<file path="src/rtl/sdbcd_pkg.sv">
package sdbcd_pkg;
  localparam int SD_W  = 5;
  localparam int BCD_W = 4;

  typedef enum logic [1:0] {OP_PASS, OP_DEC, OP_NEG, OP_NEG_DEC} op_e;
  typedef enum logic [1:0] {ST_IDLE, ST_RUN, ST_FLUSH} st_e;

  typedef struct packed {
    logic [BCD_W-1:0] bcd;
    logic             borrow;
  } conv_t;
endpackage

</file>
<file path="src/rtl/sdbcd_case_sel.sv">
module sdbcd_case_sel
  import sdbcd_pkg::*;
(
  input  logic [SD_W-1:0] digit_i,
  input  logic            borrow_i,
  output op_e             op_o
);
  logic neg;
  assign neg = digit_i[SD_W-1];

  always_comb begin
    unique case ({neg, borrow_i})
      2'b00:   op_o = OP_PASS;
      2'b01:   op_o = OP_DEC;
      2'b10:   op_o = OP_NEG;
      default: op_o = OP_NEG_DEC;
    endcase
  end
endmodule

</file>
<file path="src/rtl/sdbcd_digit_conv.sv">
module sdbcd_digit_conv
  import sdbcd_pkg::*;
(
  input  logic [SD_W-1:0] digit_i,
  input  op_e             op_i,
  output conv_t           res_o
);
  logic [SD_W-1:0] mag;
  logic [SD_W-1:0] tmp;

  assign mag = digit_i[SD_W-1] ? (~digit_i + SD_W'(1)) : digit_i;

  always_comb begin
    tmp        = '0;
    res_o.bcd  = '0;
    res_o.borrow = 1'b0;
    unique case (op_i)
      OP_PASS: begin
        res_o.bcd    = digit_i[BCD_W-1:0];
        res_o.borrow = 1'b0;
      end
      OP_DEC: begin
        if (digit_i == '0) begin
          res_o.bcd    = BCD_W'(9);
          res_o.borrow = 1'b1;
        end else begin
          tmp          = digit_i - SD_W'(1);
          res_o.bcd    = tmp[BCD_W-1:0];
          res_o.borrow = 1'b0;
        end
      end
      OP_NEG: begin
        tmp          = SD_W'(10) - mag;
        res_o.bcd    = tmp[BCD_W-1:0];
        res_o.borrow = 1'b1;
      end
      default: begin
        tmp          = SD_W'(9) - mag;
        res_o.bcd    = tmp[BCD_W-1:0];
        res_o.borrow = 1'b1;
      end
    endcase
  end
endmodule

</file>
<file path="src/rtl/sdbcd_flush_ctrl.sv">
module sdbcd_flush_ctrl #(
  parameter int EXT_DIGITS = 1
) (
  input  logic clk_i,
  input  logic rst_ni,
  input  logic clr_i,
  input  logic step_i,
  output logic last_o
);
  localparam int CNT_W = (EXT_DIGITS > 1) ? $clog2(EXT_DIGITS) : 1;
  localparam logic [CNT_W-1:0] CNT_END = CNT_W'(EXT_DIGITS - 1);

  logic [CNT_W-1:0] cnt_q;

  always_ff @(posedge clk_i or negedge rst_ni) begin
    if (!rst_ni)     cnt_q <= '0;
    else if (clr_i)  cnt_q <= '0;
    else if (step_i) cnt_q <= cnt_q + CNT_W'(1);
  end

  assign last_o = (cnt_q == CNT_END);
endmodule

</file>
<file path="src/rtl/sdbcd_serial_conv.sv">
module sdbcd_serial_conv
  import sdbcd_pkg::*;
#(
  parameter int EXT_DIGITS = 1
) (
  input  logic            clk_i,
  input  logic            rst_ni,
  input  logic            start_i,
  input  logic            valid_i,
  input  logic            last_i,
  input  logic [SD_W-1:0] digit_i,
  output logic [BCD_W-1:0] bcd_o,
  output logic            valid_o,
  output logic            ext_o,
  output logic            done_o,
  output logic            neg_o
);
  st_e   st_q;
  logic  borrow_q;
  logic  borrow_in;
  logic  take;
  logic  in_run;
  logic  in_flush;
  logic  ext_last;
  op_e   op;
  conv_t conv;

  logic [BCD_W-1:0] bcd_q;
  logic valid_q, ext_q, done_q, neg_q;

  assign in_run    = (st_q == ST_RUN);
  assign in_flush  = (st_q == ST_FLUSH);
  assign take      = valid_i && !in_flush && (start_i || in_run);
  assign borrow_in = start_i ? 1'b0 : borrow_q;

  sdbcd_case_sel u_sel (
    .digit_i  (digit_i),
    .borrow_i (borrow_in),
    .op_o     (op)
  );

  sdbcd_digit_conv u_conv (
    .digit_i (digit_i),
    .op_i    (op),
    .res_o   (conv)
  );

  sdbcd_flush_ctrl #(.EXT_DIGITS(EXT_DIGITS)) u_flush (
    .clk_i  (clk_i),
    .rst_ni (rst_ni),
    .clr_i  (take),
    .step_i (in_flush),
    .last_o (ext_last)
  );

  always_ff @(posedge clk_i or negedge rst_ni) begin
    if (!rst_ni) begin
      st_q     <= ST_IDLE;
      borrow_q <= 1'b0;
      bcd_q    <= '0;
      valid_q  <= 1'b0;
      ext_q    <= 1'b0;
      done_q   <= 1'b0;
      neg_q    <= 1'b0;
    end else begin
      valid_q <= 1'b0;
      ext_q   <= 1'b0;
      done_q  <= 1'b0;
      if (in_flush) begin
        bcd_q   <= borrow_q ? BCD_W'(9) : '0;
        valid_q <= 1'b1;
        ext_q   <= 1'b1;
        if (ext_last) begin
          done_q <= 1'b1;
          neg_q  <= borrow_q;
          st_q   <= ST_IDLE;
        end
      end else if (take) begin
        bcd_q    <= conv.bcd;
        borrow_q <= conv.borrow;
        valid_q  <= 1'b1;
        if (start_i) neg_q <= 1'b0;
        st_q <= last_i ? ST_FLUSH : ST_RUN;
      end
    end
  end

  assign bcd_o   = bcd_q;
  assign valid_o = valid_q;
  assign ext_o   = ext_q;
  assign done_o  = done_q;
  assign neg_o   = neg_q;
endmodule

</file>
<file path="config.mk">
export PLATFORM = sky130hd
export DESIGN_NAME = sdbcd_serial_conv
export DESIGN_NICKNAME = d
export VERILOG_FILES = /design/src/rtl/sdbcd_pkg.sv /design/src/rtl/sdbcd_case_sel.sv /design/src/rtl/sdbcd_digit_conv.sv /design/src/rtl/sdbcd_flush_ctrl.sv /design/src/rtl/sdbcd_serial_conv.sv
export SDC_FILE = /design/constraint.sdc
export NUM_CORES = 1
export LEC_CHECK = 0
export BUFFER_PORTS_ARGS = -buffer_cell sky130_fd_sc_hd__buf_4
export CORE_MARGIN = 2
export CORE_UTILIZATION = 50
export DETAILED_ROUTE_END_ITERATION = 10
export GPL_TIMING_DRIVEN = 0
export PLACE_DENSITY_LB_ADDON = 0.3
export SETUP_SLACK_MARGIN = 0.4
export SLEW_MARGIN = 5
export SYNTH_ARGS = -nofsm -noshare
export SYNTH_HDL_FRONTEND = slang
export SYNTH_HIERARCHICAL = 1
export SYNTH_SLANG_ARGS = --single-unit
</file>
<file path="constraint.sdc">
create_clock -name clk_i -period 2.25 [get_ports clk_i]
set_input_delay 0.3375 -clock clk_i [delete_from_list [all_inputs] [get_ports clk_i]]
set_output_delay 0.3375 -clock clk_i [all_outputs]
set_load 0.05 [all_outputs]
</file>
=== After elaboration in Yosys (flattened, before gate mapping) ===
Cells that the tools add are included.

* Output and inout bits: 8
* Register bits: 12
* Logic and storage cells: 57
* Bits of input ports: 10

* Reduce and logical (&&, ||, !) cells: 12
* Eq/ne operators: 7
* $add $sub $neg: 5
* Muxes and demuxes: 23
* Bitwise operators: 2

{| class="wikitable"
|+ Operators by type and width
! kind !! number
|-
| 4-bit two-way mux || 4
|-
| 5-bit case mux with 3 select lines || 1
|-
| 1-bit two-way mux || 12
|-
| 2-bit two-way mux || 4
|-
| 4-bit subtractor, first input constant || 2
|-
| 2-bit by 1-bit equality test with 1-bit output, second input constant || 3
|-
| 2-bit equality test, second input constant || 3
|-
| 2-bit case mux with 3 select lines || 1
|-
| 5-bit logical NOT || 1
|-
| 5-bit two-way mux || 1
|-
| 4-bit by 1-bit adder with 4-bit output, second input constant || 1
|-
| 2-bit logical NOT || 2
|-
| 4-bit inverter || 1
|-
| 2-bit AND reduction || 2
|-
| 2-bit nonzero test || 2
|-
| 4-bit by 1-bit subtractor with 4-bit output, second input constant || 1
|-
| 3-bit AND reduction || 1
|-
| 1-bit logical AND || 2
|-
| 2-bit inequality test, second input constant || 1
|-
| 1-bit adder, second input constant || 1
|-
| 1-bit logical NOT || 1
|-
| 1-bit logical OR || 1
|-
| 1-bit inverter || 1
|}

=== Logic depth before layout (Yosys ltp) ===
Gate-level depths: netlist of run 1.

* Depth after elaboration: 7
* Gate-level depth with buffers: 11
* Gate-level depth less buffers: 11

=== Hierarchy ===
The synthesis of run 1 kept the hierarchy.

{| class="wikitable"
|+ By module, submodules not included
! module !! area each (um2) !! seq. area each (um2) !! times used !! cells an instance
|-
| sdbcd_serial_conv || 526.8 || 275.3 || 1 || 50
|-
| sdbcd_digit_conv || 354.1 || 0.0 || 1 || 45
|-
| sdbcd_flush_ctrl || 41.3 || 25.0 || 1 || 4
|-
| sdbcd_case_sel || 7.5 || 0.0 || 1 || 2
|}

=== Worst setup path after synthesis of run 1 ===
No wires, ideal clock.

* Path type: input to register
* Start point: in digit_i[0]
* End point: reg bcd_q[2], in the netlist bcd_o[2]
* Arrival: 1.809 ns
* Path buffers: 0
* Required time: 2.127 ns
* Setup slack: 0.319 ns
* Setup time: 0.123 ns
* Stages: 10
* Path through: inv_1 ha_1 mux2i_1 clkinv_1 ha_1 xor3_1 o21ai_0 a32oi_1 inv_1 mux2i_1

{| class="wikitable"
|+ RTL lines
! what !! line !! RTL
|-
| from (decl) || sdbcd_serial_conv.sv:11 || <nowiki>input logic [SD_W-1:0] digit_i,</nowiki>
|-
| to (signal assigned) || sdbcd_serial_conv.sv:70 || <nowiki>bcd_q <= borrow_q ? BCD_W'(9) : '0;</nowiki>
|-
| to (signal assigned) || sdbcd_serial_conv.sv:79 || <nowiki>bcd_q <= conv.bcd;</nowiki>
|-
| to (decl) || sdbcd_serial_conv.sv:28 || <nowiki>logic [BCD_W-1:0] bcd_q;</nowiki>
|}

==> results of run 1 <==
## placed cells by master (no fill, tap or decap), drive strengths merged, types with 4 or more instances in the layout
cell,instances
nor2,6
ha,4
xnor2,4
inv,11
o211ai,4
o21ai,5
nand2,10
clkbuf,5
buf,28
mux2i,4
nor2b,4
dfrtp,12
## layer usage
metal	vias to the layer above	GRT usage	routed length [µm]
met5	-	0	0
met4	0	0.0667	25
met3	4	0.0615	109
met2	36	0.337	1120
met1	404	0.242	967
li1	411	-	-
## timing repair
action	CTS	global route
endpoints found under the setup margin	3	3
gates resized for setup	6	19
hold buffers	1	0
cloned	0	0
pin swaps	1	11
hold endpoints to repair	12	0
buffers inserted	3	5
## power by group through the flow
stage / clock [µW] / sequential, µW / combinational [µW]
global placement: 0 / 371 / 667
floorplan: 0 / 579 / 286
global route: 185 / 376 / 831
finish: 172 / 365 / 779
CTS: 175 / 365 / 719
detailed placement: 0 / 375 / 683
## flip-flops by register name (all words and copies together), names as in the netlist
register,cells
ext_o,1
valid_o,1
neg_o,1
st_q,2
done_o,1
bcd_o,4
u_flush/cnt_q,1
borrow_q,1
## cells by family (layout without fill, tap and decap cells)
group,Yosys count,after routing,synth area share
AOI/OAI and AO/OA,23,23,0.183
xor gates and xnor gates,6,6,0.0727
adders and majority gates,4,4,0.0538
buffers and inverters,16,45,0.0740
DFF,12,12,0.323
muxes,6,6,0.0834
and+or+nand+nor,34,34,0.210
## worst max-delay path, delay by kind of cell
family / cells / cell delay (ns)
compound gates: 4 / 0.54
xor+xnor: 3 / 0.39
fa+ha+maj: 2 / 0.43
buf+inv: 2 / 0.13
simple gates: 1 / 0.13
## layout make-up
type | count | share of cell area
inverters | 11 | 0.0337
repair buffers | 25 | 0.166
plain buffers | 5 | 0.0279
clock buffers | 4 | 0.0279
flip-flops and latches | 12 | 0.231
multi-input cells | 73 | 0.490
well taps | 25 | 0.0241
## worst min-delay path by stage
stage                     slack [ns]  endpoint  cells past startpoint
after floorplan                 0.04  bcd_o[0]                      0
after global placement          0.18  bcd_o[1]                      1
after detailed placement        0.18  bcd_o[1]                      1
after CTS                       0.23   st_q[0]                      2
after global routing            0.23   st_q[0]                      2
final                           0.23   st_q[0]                      2
## through the flow
step                 util  instances  setup WS, ns
finish              0.745        155         0.440
global route        0.745        155         0.342
CTS                 0.681        150         0.385
detailed placement  0.628        142        0.0683
global placement    0.628        142         0.128
floorplan               -        101         0.403
==> out/qor.txt, run 1 <==
Final worst path period share: 0.804
Starting Density: 0.533
HPWL Detailed: 1530 µm
Final instance area: 1300 µm²
I/O Buffers: 16
R2R setup slack: 0.47 ns
CTS clk-pin slew, worst paths: 0.08 ns
ANT cells: 0
Critical path endpoint category: register
Die Y: 47.1 µm
Crit start category: input port
Predominant post-synthesis flop cell: dfrtp_1
Clock skew: 0.00543 ns
CP required: 2.40 ns
Final hold vios: 0
Endpoints failing setup: 0
DRT iter0 DRCs: 20
Remaining Overflow, GRT: 0
CP Max Fanout: 5
Initial antenna violation count: 0
Routed wire length: 2220 µm
Final-report max-slew violation count: 0
Hold_sp: last_i
Mapped Cells: 101
1st-pass router iterations: 4
FF-to-FF Start: borrow_q
Vias post-DR: 855
Row Count: 15
Root Buffer: clkbuf_4
Ys async rst share: 1.00
Yosys warnings: 6
Crit path cell chain: buf_12, inv_2, ha_4, nor2b_4, xnor2_2, ha_2, xor2_2, xnor2_1, o211ai_2, o2111ai_2, o211ai_1, o211ai_1
Setup CP Type: input port to register
Worst Hold Class: input port to register
Area grow syn2layout: 39.8%
Max Clk Rate: 553 MHz
WL/cell: 14.3 µm
Synth Cell Area: 930 µm²
VDD IR max: 0.000608 V
CP most frequent cell: o211ai_1
Maximum number of pins on one net before global-route repair: 13
I/O Pins: 18
Crit-path max cell delay: 0.27 ns
Yosys top cell by area: dfrtp_1
Net Count, Synth: 115
Largest cells by area after synthesis: dfrtp_1 32%, ha_1 5.4%, mux2i_1 4.3%
#FFs+latches synth: 12
Worst-margin pin slew: 0.456 ns
Die W: 47.1 µm
FF+latch area: 300 µm²
Number of max-cap violations: 0
Worst setup path end: bcd_o[3]
Fill cells: 124
Number of buffers created by CTS: 3
DRC: 0
Synth top cells by count: 12 x dfrtp_1, 10 x nand2_1, 9 x inv_1, 6 x nor2_1, 5 x o21ai_0
RSZ-0062 raised after global routing: yes
Post-route ant nets: 0
Sequential share of power: 0.278
Gpl congestion: 0.780
Core ar.: 1750 µm²
Tmin final: 1.81 ns
Vias per cell: 5.52
LEAKAGE: 0.000613 µW
Area of the multi-input gates: 637 µm²
Number of flops mapped to enable cells by yosys: 0
R2R Path End: bcd_o[3]
Worst r2r path cells: 9
Psw: 595 µW
Sink Count: 12
Seq/Total Area, Yosys: 0.323
Critical path's slowest cell: ha_2
CTS tree: done
Worst skew pair latency: 0.28 ns
Total track usage: 0.200
WHS: 0.226 ns
Tot Pwr: 1320 µW
Ratio of cells with drive above 1 in the final layout: 0.400
Number of global-route vias before repair: 750
H-tree Lvls: 1
Status: finished clean
Int Pwr: 721 µW
Worst slew margin: 0.693
Sw frac: 0.452
Placed instance area: 1100 µm²
Setup_tns: 0 ns
Fin nets: 145
Clock share of power: 0.131
First-pass GRT wire length: 3090 µm
Clock Tree Buf Depth: 2
Top cell type's share of synthesized area: 0.323
Most numerous cell in the Yosys netlist: dfrtp_1
Pwr Density: 1010 nW/µm²
CP Launch Point: digit_i[1]
Gate power share: 0.592
Synth unique cells: 42
Die area: 2220 µm²
Mean Syn Cell Area: 9.20 µm²
Worst EP arrival: 1.96 ns
No activity file was read; power rests on OpenSTA's default activity.
==> inputs of run 2 (changes only) <==
--- a/config.mk
+++ b/config.mk
@@ -7,7 +7,7 @@
 export LEC_CHECK = 0
 export BUFFER_PORTS_ARGS = -buffer_cell sky130_fd_sc_hd__buf_4
 export CORE_MARGIN = 2
-export CORE_UTILIZATION = 50
+export CORE_UTILIZATION = 48
 export DETAILED_ROUTE_END_ITERATION = 10
 export GPL_TIMING_DRIVEN = 0
 export PLACE_DENSITY_LB_ADDON = 0.3
==> constraint.sdc (replaced) <==
create_clock -name clk_i -period 1.5 [get_ports clk_i]
set_input_delay 0.225 -clock clk_i [delete_from_list [all_inputs] [get_ports clk_i]]
set_output_delay 0.225 -clock clk_i [all_outputs]
set_load 0.05 [all_outputs]
==> out/qor.txt, run 2 (synthesis results as in run 1) <==
Vias post-DR: 825 (-3.5%)
WP buf/inv: 2 (unchanged)
Clock skew: 0.00457 ns (-0.000855 ns)
DRT iter0 DRCs: 5 (-75%)
I/O Buffers: 16 (unchanged)
Ratio of cells with drive above 1 in the final layout: 0.454 (+0.0538)
Worst Hold Class: input port to register
Die Y: 48.0 µm (+1.9%)
GRT met2 Usage: 0.339 (+0.00168)
Grt met3 use: 0.0340 (-0.0276)
Total track usage: 0.212 (+0.0121)
1st-pass router iterations: 4 (unchanged)
CTS clk-pin slew, worst paths: 0.08 ns (about the same)
Row Count: 15 (unchanged)
VDD IR max: 0.000986 V (+62%)
HPWL Detailed: 1460 µm (-4.3%)
Starting Density: 0.521 (-0.0112)
Worst slew margin: 0.713 (+0.0192)
Remaining Overflow, GRT: 0 (unchanged)
Met1 GRT Util: 0.294 (+0.0512)
R2R setup slack: -0.16 ns (-0.63 ns)
Number of global-route vias before repair: 796 (+6.1%)
Routed wire length: 2190 µm (-1.4%)
DRC: 0 (unchanged)
Clock Tree Buf Depth: 2 (unchanged)
Max reg flops: 4 (unchanged)
ANT cells: 0 (unchanged)
Final worst path period share: 1.11
Post-route ant nets: 0 (unchanged)
I/O Pins: 18 (unchanged)
LEAKAGE: 0.000618 µW (+0.76%)
Worst EP arrival: 1.86 ns (-0.10 ns)
Endpoints failing setup: 3 (+3)
Failing checks: negative setup slack
First-pass GRT wire length: 3370 µm (+9.2%)
Worst r2r path cells: 9 (unchanged)
WL/cell: 14.1 µm (-1.4%)
Number of max-cap violations: 0 (unchanged)
Setup CP Type: register to register
Root Buffer: clkbuf_4
Initial antenna violation count: 0 (unchanged)
Pwr Density: 1520 nW/µm² (+50%)
H-tree Lvls: 1 (unchanged)
Worst Hold End: st_q[0]
Final hold vios: 0 (unchanged)
Critical path endpoint category: register
Critical path's slowest cell: dfrtp_1
Most common cell after layout, fill and taps aside: buf_4
CTS tree: done
Final-report max-slew violation count: 0 (unchanged)
RSZ-0062 raised after global routing: yes
Area grow syn2layout: 46.6%
Pre-CTS setup slack: -0.581 ns (-0.649 ns)
Fin nets: 145 (unchanged)
Worst skew pair latency: 0.28 ns (about the same)
Number of buffers created by CTS: 3 (unchanged)
Area of the multi-input gates: 661 µm² (+3.7%)
Crit path cell chain: and2b_1, clkbuf_2, clkbuf_8, and2_4, a311oi_4, nand3b_1, o2111ai_1, o211ai_1, o211ai_1
Fill cells: 121 (-2.4%)
Tmin final: 1.66 ns
Final worst slack: -0.162 ns (-0.603 ns)
Vias per cell: 5.32 (-3.5%)
Die area: 2300 µm² (+3.8%)
Maximum number of pins on one net before global-route repair: 13 (unchanged)
FF+latch area: 302 µm² (+0.42%)
Sink Count: 12 (unchanged)
Placed instance area: 1130 µm² (+2.9%)
FF-to-FF Start: borrow_q
Cell family with the largest share of critical-path delay: compound AO/OA/AOI/OAI gates
Most frequent cells in the layout: 17 x buf_4, 11 x dfrtp_1, 10 x nand2_1
Gpl congestion: 0.890 (+14%)
CP most frequent cell: o211ai_1
Status: complete, but fails checks
Worst-margin pin slew: 0.428 ns (-0.0285 ns)
Crit start category: register
CP Max Fanout: 2 (-3)
Die W: 48.0 µm (+1.9%)
GRT busiest layer: met2
R2R Path End: bcd_o[3]
Max Clk Rate: 602 MHz
Final instance area: 1360 µm² (+4.8%)
Hold_sp: last_i
CP required: 1.70 ns (-0.70 ns)
Crit-path max cell delay: 0.39 ns (+0.12 ns)
WHS: 0.106 ns (-0.120 ns)
Core ar.: 1780 µm² (+2.2%)
Hold Path Depth: 2 (unchanged)
==> run 2: report_power, final <==
part | internal, µW | total, µW | switching [µW]
logic | 540 | 1260 | 715
registers | 457 | 548 | 91.0
clock network | 148 | 263 | 116
total | 1150 | 2070 | 922
==> run 2: how the worst max path moves through the flow <==
stage | depth (start not counted) | endpoint | start
floorplan | 9 | bcd_o[1] | digit_i[1]
global placement | 12 | bcd_o[3] | digit_i[1]
detailed placement | 12 | bcd_o[3] | digit_i[1]
CTS | 9 | bcd_o[3] | borrow_q
global route | 9 | bcd_o[3] | borrow_q
finish | 9 | bcd_o[3] | borrow_q
==> run 2: layout make-up <==
| type | instances | area share |
|---|---|---|
| plain buffers | 5 | 0.0285 |
| repair buffers | 25 | 0.172 |
| well taps | 25 | 0.0230 |
| clock buffers | 4 | 0.0266 |
| inverters | 11 | 0.0441 |
| multi-input cells | 73 | 0.485 |
| flip-flops and latches | 12 | 0.221 |
==> run 2: routing by layer <==
| metal | part of all wire | up-vias |
|---|---|---|
| met4 | 0.013 | 0 |
| met5 | 0 | - |
| met2 | 0.52 | 14 |
| li1 | - | 415 |
| met1 | 0.44 | 393 |
| met3 | 0.021 | 3 |
==> run 2: through the flow <==
stage               TNS, ns  utilization  power, µW  instances
global route         -0.601        0.764       2190        155
global placement      -1.44        0.632       1580        142
finish               -0.262        0.764       2070        155
floorplan            -0.623            -       1320        101
CTS                  -0.314        0.745       2020        155
detailed placement    -1.67        0.632       1610        142
==> run 2: what timing repair did <==
| action | 4_1_cts | 5_1_grt |
|---|---|---|
| hold buffers | 1 | 0 |
| buffers inserted | 8 | 0 |
| pin swaps | 8 | 5 |
| hold endpoints to repair | 12 | 0 |
| endpoints found under the setup margin | 11 | 12 |
| gates resized for setup | 25 | 8 |
==> inputs of run 3 (changes only) <==
--- a/config.mk
+++ b/config.mk
@@ -5,9 +5,10 @@
 export SDC_FILE = /design/constraint.sdc
 export NUM_CORES = 1
 export LEC_CHECK = 0
+export ABC_AREA = 1
 export BUFFER_PORTS_ARGS = -buffer_cell sky130_fd_sc_hd__buf_4
 export CORE_MARGIN = 2
-export CORE_UTILIZATION = 48
+export CORE_UTILIZATION = 47
 export DETAILED_ROUTE_END_ITERATION = 10
 export GPL_TIMING_DRIVEN = 0
 export PLACE_DENSITY_LB_ADDON = 0.3
==> out/qor.txt, run 3 <==
CP Max Fanout: 3 (+1)
Worst-margin pin slew: 0.279 ns (-0.149 ns)
Post-route ant nets: 0 (unchanged)
Final hold vios: 0 (unchanged)
Core ar.: 1730 µm² (-3.2%)
Routed met1 length: 1020 µm (+4.7%)
Gpl congestion: 0.866 (-2.7%)
WL met3: 160 µm (+260%)
Vias post-DR: 1002 (+21%)
Routed wire length: 2580 µm (+18%)
HPWL Detailed: 1520 µm (+3.8%)
XOR/XNOR share of the synthesized area: 0.0101 (-0.0625)
Die Y: 46.9 µm (-2.4%)
Main combinational cell family by area after synthesis: simple AND/OR/NAND/NOR gates
Number of max-cap violations: 0 (unchanged)
Seq/Total Area, Yosys: 0.348 (+0.0248)
Sink Count: 12 (unchanged)
Fin nets: 181 (+25%)
WHS: 0.214 ns (+0.107 ns)
Root Buffer: clkbuf_4
I/O Buffers: 17 (+1)
Worst EP arrival: 1.64 ns (-0.22 ns)
ANT cells: 0 (unchanged)
Vias per cell: 5.25 (-1.4%)
Final-report max-slew violation count: 0 (unchanged)
Critical path endpoint category: register
Ys async rst share: 1.00 (unchanged)
H-tree Lvls: 1 (unchanged)
Number of buffers created by CTS: 3 (unchanged)
Mapped Cells: 131 (+30%)
1st-pass router iterations: 5 (+1)
Worst skew pair latency: 0.28 ns (about the same)
Fill cells: 106 (-12%)
Clock skew: 0.00517 ns (+0.000603 ns)
Predominant post-synthesis flop cell: dfrtp_1
Die W: 46.9 µm (-2.4%)
Largest cells by area after synthesis: dfrtp_1 35%, nand2_1 18%, nand3_1 13%
Maximum number of pins on one net before global-route repair: 13 (unchanged)
Net Count, Synth: 145 (+26%)
DRT iter0 DRCs: 36 (+31)
Ratio of cells with drive above 1 in the final layout: 0.440 (-0.0141)
Die area: 2200 µm² (-4.7%)
Starting Density: 0.500 (-0.0214)
DRC: 0 (unchanged)
First-pass GRT wire length: 3740 µm (+11%)
Final worst path period share: 0.978 (-0.130)
Total track usage: 0.245 (+0.0327)
Simple-gate share of the synthesized area: 0.413 (+0.203)
Met2 routed WL: 1320 µm (+16%)
Area grow syn2layout: 61.4%
WL/cell: 13.5 µm (-4.6%)
CP required: 1.67 ns (-0.03 ns)
Status: finished clean
Endpoints failing setup: 0 (-3)
Max reg flops: 4 (unchanged)
Worst slew margin: 0.814 (+0.101)
Crit start category: input port
Most frequent cells in the layout: 35 x nand2_1, 24 x buf_4, 18 x nand3_1
Top cell type's share of synthesized area: 0.348 (+0.0248)
Row Count: 15 (unchanged)
Post-synthesis mux area share: 0 (-0.0834)
Highest metal used: met4
#FFs+latches synth: 12 (unchanged)
LEAKAGE: 0.000756 µW (+22%)
Most numerous cell in the Yosys netlist: nand2_1
Number of global-route vias before repair: 880 (+11%)
CTS clk-pin slew, worst paths: 0.07 ns (about the same)
Clock Tree Buf Depth: 2 (unchanged)
RSZ-0062 raised after global routing: yes
Most common cell after layout, fill and taps aside: nand2_1
Number of flops mapped to enable cells by yosys: 0 (unchanged)
CTS tree: done
Yosys warnings: 6 (unchanged)
Complex-gate fraction of the synthesized area: 0.0536 (-0.129)
Worst Hold Class: input port to register
Synth unique cells: 21 (-50%)
Synth Cell Area: 863 µm² (-7.1%)
Initial antenna violation count: 0 (unchanged)
Synth top cells by count: 42 x nand2_1, 24 x inv_1, 23 x nand3_1, 12 x dfrtp_1, 7 x nor2_1
Pwr Density: 1500 nW/µm² (-1.1%)
Yosys top cell by area: dfrtp_1
I/O Pins: 18 (unchanged)
Tot Pwr: 2090 µW (+1.2%)
Max Clk Rate: 682 MHz (+13%)
Post-synthesis adder-cell area fraction: 0.0580 (+0.00414)
VDD IR max: 0.00136 V (+38%)
Mean Syn Cell Area: 6.59 µm² (-28%)
Setup CP Type: input port to register
Remaining Overflow, GRT: 0 (unchanged)
Tmin final: 1.47 ns (-0.196 ns)
-- run 3: where the power goes --
| group | internal, µW | leakage [µW] | switching [µW] | total [µW] |
|---|---|---|---|---|
| combinational | 453 | 0.000584 | 810 | 1260 |
| sequential | 465 | 0.000151 | 107 | 571 |
| clock | 148 | 0.0000210 | 109 | 257 |
-- run 3: worst paths after layout --
check                      depth (start not counted)       start  slack [ns]       end
max reg2reg                                       11    borrow_q        0.10  bcd_o[3]
min in group asynchronous                          2      rst_ni        0.31     neg_o
max                                               17  digit_i[0]        0.03  bcd_o[3]
min reg2reg                                        2    borrow_q        0.51  borrow_q
min                                                3      last_i        0.21   st_q[1]
max in group asynchronous                          2      rst_ni        1.02   st_q[1]
-- run 3: area by class of cell --
| cell class | instances | area (µm²) | share of cell area |
|---|---|---|---|
| multi-input combinational | 92 | 623 | 0.447 |
| sequential | 12 | 302 | 0.216 |
| timing repair buffer | 31 | 274 | 0.197 |
| inverter | 25 | 116 | 0.0835 |
| clock buffer | 4 | 36.3 | 0.0260 |
| tap | 25 | 31.3 | 0.0224 |
| buffer | 2 | 11.3 | 0.00808 |
-- run 3: cells by family (layout without fill, tap and decap cells) --
kind of cell             after synthesis  after routing
AND/OR/NAND/NOR                       80             80
buffers and inverters                 27             62
flip-flops                            12             12
AO/OA/AOI/OAI                          7              7
adder cells (fa/ha/maj)                4              4
XOR/XNOR                               1              1
-- run 3: stage by stage --
step | instance area [µm²] | instances | utilization | worst slack (ns) | setup TNS [ns]
after floorplan | 936 | 131 | - | -0.0130 | -0.0130
after global placement | 1090 | 173 | 0.634 | -0.290 | -0.492
after detailed placement | 1090 | 173 | 0.634 | -0.353 | -0.658
after CTS | 1300 | 189 | 0.752 | 0.0947 | 0
after global routing | 1390 | 191 | 0.807 | -0.0595 | -0.0595
final | 1390 | 191 | 0.807 | 0.0333 | 0
-- run 3: critical path, stage by stage --
cell and delay [ns]:
buf_12 0.09, inv_12 0.03, ha_4 0.16, xor2_2 0.18, nand2_2 0.11, nand2_4 0.08, ha_4 0.17, inv_2 0.06
nand2_2 0.06, inv_2 0.05, nand3_2 0.08, nand3_2 0.07, nand3_2 0.06, nand2_1 0.06, nand2_1 0.05, nand2_1 0.05
nand2_1 0.04
-- run 3: metal layers --
metal / GRT usage / vias to the layer above
li1: - / 481
met1: 0.316 / 467
met2: 0.384 / 46
met3: 0.0692 / 8
met4: 0.106 / 0
met5: 0 / -
-- run 3: timing repair --
item	in CTS	in global routing
endpoints found under the setup margin	8	13
hold buffers	1	0
pin swaps	13	13
resized for setup	19	24
setup buffers	11	2
endpoints found under the hold margin	12	0
